## src/rtl/rx_filter_pkg.sv

```systemverilog
package rx_filter_pkg;
  typedef enum logic [1:0] {
    RSN_REJECT  = 2'd0,
    RSN_PROMISC = 2'd1,
    RSN_BCAST   = 2'd2,
    RSN_HASH    = 2'd3
  } rsn_t;
endpackage

```

## src/rtl/rxf_addr_collect.sv

```systemverilog
module rxf_addr_collect #(
  parameter int ADDR_BYTES = 6
) (
  input  logic                    clk,
  input  logic                    rst,
  input  logic                    byte_valid,
  input  logic                    byte_sof,
  input  logic [7:0]              byte_data,
  output logic                    addr_done,
  output logic [8*ADDR_BYTES-1:0] addr_full
);
  localparam int CNT_W = $clog2(ADDR_BYTES + 1);
  localparam int SR_W  = 8 * (ADDR_BYTES - 1);

  logic [CNT_W-1:0] cnt;
  logic [SR_W-1:0]  sr;
  logic             collecting;

  assign collecting = (cnt != '0) && (cnt < CNT_W'(ADDR_BYTES));
  assign addr_done  = byte_valid &&
                      (byte_sof ? (ADDR_BYTES == 1) : (cnt == CNT_W'(ADDR_BYTES - 1)));
  assign addr_full  = {sr, byte_data};

  always_ff @(posedge clk) begin
    if (rst) begin
      cnt <= '0;
      sr  <= '0;
    end else if (byte_valid && (byte_sof || collecting)) begin
      sr  <= {sr[SR_W-9:0], byte_data};
      cnt <= byte_sof ? CNT_W'(1) : cnt + CNT_W'(1);
    end
  end

  p_count_bound_r1: assert property (@(posedge clk) disable iff (rst)
    cnt <= CNT_W'(ADDR_BYTES));
endmodule

```

## src/rtl/rxf_addr_hash.sv

```systemverilog
module rxf_addr_hash #(
  parameter int ADDR_W = 48,
  parameter int HASH_W = 6
) (
  input  logic [ADDR_W-1:0] addr,
  output logic [HASH_W-1:0] hidx
);
  localparam int GROUPS = (ADDR_W + HASH_W - 1) / HASH_W;
  localparam int PAD_W  = GROUPS * HASH_W;

  logic [PAD_W-1:0]  padded;
  logic [HASH_W-1:0] chain [GROUPS+1];

  assign padded   = PAD_W'(addr);
  assign chain[0] = '0;

  for (genvar g = 0; g < GROUPS; g++) begin : g_fold
    assign chain[g+1] = chain[g] ^ padded[g*HASH_W +: HASH_W];
  end

  assign hidx = chain[GROUPS];
endmodule

```

## src/rtl/rxf_decide.sv

```systemverilog
module rxf_decide
  import rx_filter_pkg::*;
#(
  parameter int ADDR_W = 48,
  parameter int HASH_W = 6
) (
  input  logic                  clk,
  input  logic                  rst,
  input  logic                  fire,
  input  logic [ADDR_W-1:0]     addr,
  input  logic [HASH_W-1:0]     hidx,
  input  logic                  rx_enable,
  input  logic                  cfg_promisc,
  input  logic                  cfg_no_bcast,
  input  logic                  cfg_mc_hash_en,
  input  logic                  cfg_uc_hash_en,
  input  logic [2**HASH_W-1:0]  hash_buckets,
  output logic                  dec_valid,
  output logic                  dec_accept,
  output rsn_t                  dec_reason
);
  logic is_bcast, is_mc, hash_on;
  logic nxt_acc;
  rsn_t nxt_rsn;

  assign is_bcast = &addr;
  assign is_mc    = addr[ADDR_W-8];
  assign hash_on  = is_mc ? cfg_mc_hash_en : cfg_uc_hash_en;

  always_comb begin
    nxt_acc = 1'b0;
    nxt_rsn = RSN_REJECT;
    if (!rx_enable) begin
      nxt_acc = 1'b0;
    end else if (cfg_promisc) begin
      nxt_acc = 1'b1;
      nxt_rsn = RSN_PROMISC;
    end else if (is_bcast) begin
      if (!cfg_no_bcast) begin
        nxt_acc = 1'b1;
        nxt_rsn = RSN_BCAST;
      end
    end else if (hash_on && hash_buckets[hidx]) begin
      nxt_acc = 1'b1;
      nxt_rsn = RSN_HASH;
    end
  end

  always_ff @(posedge clk) begin
    if (rst) begin
      dec_valid  <= 1'b0;
      dec_accept <= 1'b0;
      dec_reason <= RSN_REJECT;
    end else begin
      dec_valid <= fire;
      if (fire) begin
        dec_accept <= nxt_acc;
        dec_reason <= nxt_rsn;
      end
    end
  end

  p_disabled_rejects_r2: assert property (@(posedge clk) disable iff (rst)
    dec_valid && !$past(rx_enable) |-> !dec_accept);
  p_promisc_wins_r3: assert property (@(posedge clk) disable iff (rst)
    dec_valid && $past(rx_enable) && $past(cfg_promisc) |-> dec_accept && dec_reason == RSN_PROMISC);
  p_no_bcast_r4: assert property (@(posedge clk) disable iff (rst)
    dec_valid && $past(cfg_no_bcast) && !$past(cfg_promisc) |-> dec_reason != RSN_BCAST);
  p_reason_agrees_r7: assert property (@(posedge clk) disable iff (rst)
    dec_valid |-> (dec_accept == (dec_reason != RSN_REJECT)));
endmodule

```

## src/rtl/rxf_len_limit.sv

```systemverilog
module rxf_len_limit #(
  parameter int LEN_W      = 14,
  parameter int STD_LEN    = 1518,
  parameter int LONG_LEN   = 1538,
  parameter int JUMBO_CEIL = 10240
) (
  input  logic             clk,
  input  logic             rst,
  input  logic             cfg_jumbo,
  input  logic             cfg_long_frame,
  input  logic [LEN_W-1:0] jumbo_max_len,
  output logic [LEN_W-1:0] rx_max_len,
  output logic [LEN_W-1:0] tx_max_len
);
  localparam logic [LEN_W-1:0] STD_L  = LEN_W'(STD_LEN);
  localparam logic [LEN_W-1:0] LONG_L = LEN_W'(LONG_LEN);
  localparam logic [LEN_W-1:0] CEIL_L = LEN_W'(JUMBO_CEIL);
  localparam logic [LEN_W-1:0] TOP_L  = (CEIL_L > LONG_L) ? CEIL_L : LONG_L;

  logic [LEN_W-1:0] jumbo_lim;
  assign jumbo_lim = (jumbo_max_len > CEIL_L) ? CEIL_L : jumbo_max_len;

  always_ff @(posedge clk) begin
    if (rst) begin
      rx_max_len <= STD_L;
      tx_max_len <= STD_L;
    end else if (cfg_jumbo) begin
      rx_max_len <= jumbo_lim;
      tx_max_len <= jumbo_lim;
    end else begin
      rx_max_len <= cfg_long_frame ? LONG_L : STD_L;
      tx_max_len <= STD_L;
    end
  end

  p_rx_not_below_tx_r9: assert property (@(posedge clk) disable iff (rst)
    rx_max_len >= tx_max_len);
  p_ceiling_r10: assert property (@(posedge clk) disable iff (rst)
    rx_max_len <= TOP_L);
endmodule

```

## src/rtl/rx_addr_filter.sv

```systemverilog
module rx_addr_filter
  import rx_filter_pkg::*;
#(
  parameter int ADDR_BYTES = 6,
  parameter int HASH_W     = 6,
  parameter int LEN_W      = 14,
  parameter int STD_LEN    = 1518,
  parameter int LONG_LEN   = 1538,
  parameter int JUMBO_CEIL = 10240
) (
  input  logic                clk,
  input  logic                rst,
  input  logic                rx_enable,
  input  logic                cfg_promisc,
  input  logic                cfg_no_bcast,
  input  logic                cfg_mc_hash_en,
  input  logic                cfg_uc_hash_en,
  input  logic [2**HASH_W-1:0] hash_buckets,
  input  logic                cfg_jumbo,
  input  logic                cfg_long_frame,
  input  logic [LEN_W-1:0]    jumbo_max_len,
  input  logic                byte_valid,
  input  logic                byte_sof,
  input  logic [7:0]          byte_data,
  output logic                dec_valid,
  output logic                dec_accept,
  output logic [1:0]          dec_reason,
  output logic [LEN_W-1:0]    rx_max_len,
  output logic [LEN_W-1:0]    tx_max_len
);
  localparam int ADDR_W = 8 * ADDR_BYTES;

  logic              addr_done;
  logic [ADDR_W-1:0] addr_full;
  logic [HASH_W-1:0] hidx;
  rsn_t              reason;

  rxf_addr_collect #(.ADDR_BYTES(ADDR_BYTES)) u_collect (
    .clk(clk), .rst(rst), .byte_valid(byte_valid), .byte_sof(byte_sof),
    .byte_data(byte_data), .addr_done(addr_done), .addr_full(addr_full)
  );

  rxf_addr_hash #(.ADDR_W(ADDR_W), .HASH_W(HASH_W)) u_hash (
    .addr(addr_full), .hidx(hidx)
  );

  rxf_decide #(.ADDR_W(ADDR_W), .HASH_W(HASH_W)) u_decide (
    .clk(clk), .rst(rst), .fire(addr_done), .addr(addr_full), .hidx(hidx),
    .rx_enable(rx_enable), .cfg_promisc(cfg_promisc), .cfg_no_bcast(cfg_no_bcast),
    .cfg_mc_hash_en(cfg_mc_hash_en), .cfg_uc_hash_en(cfg_uc_hash_en),
    .hash_buckets(hash_buckets), .dec_valid(dec_valid), .dec_accept(dec_accept),
    .dec_reason(reason)
  );

  assign dec_reason = reason;

  rxf_len_limit #(.LEN_W(LEN_W), .STD_LEN(STD_LEN), .LONG_LEN(LONG_LEN),
                  .JUMBO_CEIL(JUMBO_CEIL)) u_len (
    .clk(clk), .rst(rst), .cfg_jumbo(cfg_jumbo), .cfg_long_frame(cfg_long_frame),
    .jumbo_max_len(jumbo_max_len), .rx_max_len(rx_max_len), .tx_max_len(tx_max_len)
  );

  p_single_pulse_r1: assert property (@(posedge clk) disable iff (rst)
    dec_valid |=> !dec_valid);
endmodule

```

## config.mk

```make
export PLATFORM = sky130hd
export DESIGN_NAME = rx_addr_filter
export DESIGN_NICKNAME = d
export VERILOG_FILES = /design/src/rtl/rx_filter_pkg.sv /design/src/rtl/rxf_addr_collect.sv /design/src/rtl/rxf_addr_hash.sv /design/src/rtl/rxf_decide.sv /design/src/rtl/rxf_len_limit.sv /design/src/rtl/rx_addr_filter.sv
export SDC_FILE = /design/constraint.sdc
export NUM_CORES = 1
export LEC_CHECK = 0
export ABC_AREA = 1
export CORE_ASPECT_RATIO = 0.8
export CORE_UTILIZATION = 40
export DETAILED_ROUTE_END_ITERATION = 8
export MAX_ROUTING_LAYER = met4
export PLACE_DENSITY_LB_ADDON = 0.05
export SYNTH_ARGS = -nofsm -noshare
export SYNTH_HDL_FRONTEND = slang
export SYNTH_SLANG_ARGS = --single-unit
```

## constraint.sdc

```tcl
create_clock -name clk -period 3.76 [get_ports clk]
set_input_delay 0.564 -clock clk [delete_from_list [all_inputs] [get_ports clk]]
set_output_delay 0.564 -clock clk [all_outputs]
set_load 0.01 [all_outputs]
```

==> reports/metrics.yaml <==
ctsResizeCount: 0
fin_skew_ns: 0.00339
vias: 4152
grt_start_max_net_pins: 42
die_h_um: 91.5
hold_path_class: "register to register"
cts_tree: "done"
worst_slew_pin_slew_ns: 0.807
worst_setup_path_start_kind: "input pin"
num_rows: 32
ff_latch_area_mm2: 0.00136
crit_family: "simple AND/OR/NAND/NOR gates"
numCtsBuffers: 9
cp_max_fo: 36
clock_latency_ns: 0.33
drtPass1Iterations: 4
hpwl_mm: 8.17
whs_endpoint: "u_collect.sr[5]"
maxSlewHeadroom: 0.459
cp_cell_sequence: "clkdlybuf4s50_1, nand2_1, inv_1, nor2_1, nand2_1, nand2_2, inv_2, nand2_4, nand2_4, o21ai_0, nand2_1, nand2_1, nand2_1, nand3_1, nand3_1, nand2_1, nand2_1, nand3_2, nand2_2, nand2_2, a21oi_2"
drc_errors: 0
grt_pass1_vias: 3928
grt_overflow: 0
pwr_density_cell_mw_per_mm2: 476
min-delay-start: "u_collect.sr[5]"
yosysUniqueCellTypes: 31
finalNetCount: 831
fillerInstances: 952
rr_startpoint: "u_collect.sr[22]"
max_freq_ghz: 0.352
start_util: 0.413
placed_cell_area_mm2: 0.00528
rrSetupSlack_ns: 1.26
final_common_cell: "nand2_1"
multiInputGateArea_mm2: 0.00215
io_buffers: 128
gp_congestion: 0.808
root_buffer: "clkbuf_16"
grt_antenna_before_repair: 0
post-route-cell-area_mm2: 0.00564
crit_top_cell: "nand2_1"
grt_usage: 0.225
syn_nets: 721
status: "finished, final reports clean"
io_pins: 129
antenna_cells: 0
maxCapViolations: 0
drive_gt1_frac: 0.0639
slowest_stage: "clkdlybuf4s50_1"
viasPerCell: 4.76
required_ns: 3.97
cpPeakStageDelay_ns: 0.44
fin_crit_ns: 2.84
crit_arrival_ns: 3.05
setup_violations: 0
syn-cell-area_mm2: 0.00401
endpoint_kind: "register"
mostFrequentLayoutCells: "172 x nand2_1, 128 x clkdlybuf4s50_1, 70 x inv_1"
criticalPathCategory: "input pin to register"
postCtsSetupBuffers: 0
yosysWarnings: 0
cts.sinks: 68
routed_wl_mm: 11.1
syn_area_per_cell_um2: 6.45
seq_area_frac_synth: 0.340
ys_ff_latch: 68
ir_worst_vdd_mv: 0.310
cts_hold_buf: 0
setup_tns_ns: 0
maxSlewViolCount: 0
finalHoldViolCount: 0
min_path_cells: 2
ctsHtreeMaxLevel: 3
core_mm2: 0.00969
syn2layout_area_growth_pct: 40.8
grt_pass1_wl_mm: 18.0
path_buf_inv: 3
ant_nets: 0
post-route-period-util: 0.756
rr_worst_depth: 20
fp.dieW_um: 114
reg2reg_to: "u_decide.dec_reason[0]"
synth_cells: 621
dr.first_iter.drc_count: 205
die_area_mm2: 0.0104
rsz0062_at_grt: "no"
avgRoutedWirePerCell_um: 12.7
cts_buffer_depth: 2
leakage_nw: 2.65
clkTransAtPathRegs_ns: 0.06
metrics by stage:
stage | total power, mW | cells | worst slack, ns | hold WS (ns) | util
2_1_floorplan | 1.46 | 621 | 1.64 | 0.448 | -
3_3_place_gp | 1.68 | 856 | 0.699 | 0.468 | 0.545
5_1_grt | 2.86 | 872 | 0.599 | 0.514 | 0.582
4_1_cts | 2.71 | 872 | 0.901 | 0.481 | 0.582
6_report | 2.69 | 872 | 0.916 | 0.481 | 0.582
3_5_place_dp | 1.70 | 856 | 0.560 | 0.474 | 0.545
per-layer routing:
layer	vias to the layer above	global-route usage	wire, um
li1	2176	-	-
met4	0	0.0563	107
met2	82	0.372	5320
met3	8	0.0494	463
met5	-	-	0
met1	1886	0.279	5180
state kept, by name, summed over array words and instances, names as in the netlist:
name	flops
u_len.rx_max_len	7
u_collect.cnt	3
u_len.tx_max_len	14
u_collect.sr	40
u_decide.dec_valid	1
u_decide.dec_accept	1
u_decide.dec_reason	2
worst max-delay path by stage:
stage,from,end,cells past startpoint
after detailed placement,byte_data[6],u_decide.dec_reason[0],21
after global placement,byte_data[6],u_decide.dec_reason[0],21
after global routing,byte_data[6],u_decide.dec_reason[0],21
final,byte_data[6],u_decide.dec_reason[0],21
after CTS,byte_data[6],u_decide.dec_reason[0],21
after floorplan,byte_data[6],u_decide.dec_accept,22
tightest hold or removal path: cells and delay by family (launching register included):
family                 cells  cell delay [ns]
AOI/OAI and AO/OA          1             0.05
buffers and inverters      1             0.06
DFF                        1             0.32
layout make-up:
cell class | instances | share of cell area
Timing Repair Buffer | 132 | 0.232
Inverter | 78 | 0.0519
Clock inverter | 5 | 0.0188
Sequential cell | 68 | 0.241
Tap cell | 136 | 0.0302
Clock buffer | 11 | 0.0448
Multi-Input combinational cell | 442 | 0.381
synth_stat cells:
master      n  area (um^2)
buf_2       4         20.0
a21oi_1    32          160
nand2_2     6         37.5
buf_4       8         60.1
nor4_1      5         31.3
nor2_1     65          244
ha_1        3         37.5
clkbuf_1   15         56.3
nand3b_1   12         90.1
nor3_1      2         10.0
inv_1      70          263
a211oi_1    1         7.51
inv_2       7         26.3
buf_6       6         67.6
nand3_1    45          225
mux2_2      1         11.3
a31oi_1     1         6.26
or2_2       1         6.26
o21ai_0    54          270
xor2_1     12          105
o211ai_1    2         15.0
nand3b_2    6         67.6
o21ai_1     1         5.00
xnor2_1     8         70.1
nand2_1   172          646
nand4_1     7         43.8
clkinv_1    1         3.75
nand3_2     1         10.0
a21oi_2     3         26.3
dfxtp_1    68         1360
nand2_4     2         22.5
cell families (layout without fill, tap and decap cells):
logic type	Yosys count	after routing	share of synthesized area
fa+ha+maj	3	3	0.00937
buf+inv	111	226	0.124
flops	68	68	0.340
mux	1	1	0.00281
compound gates	94	94	0.122
simple gates	324	324	0.358
xor+xnor	20	20	0.0437
report_power, final:
group | switching, mW | internal [mW] | total, mW | leakage (nW)
sequential | 0.0447 | 0.776 | 0.820 | 0.561
clock | 0.314 | 0.686 | 1.00 | 0.172
combinational | 0.508 | 0.357 | 0.866 | 1.91
No activity file was read; power rests on OpenSTA's default activity.
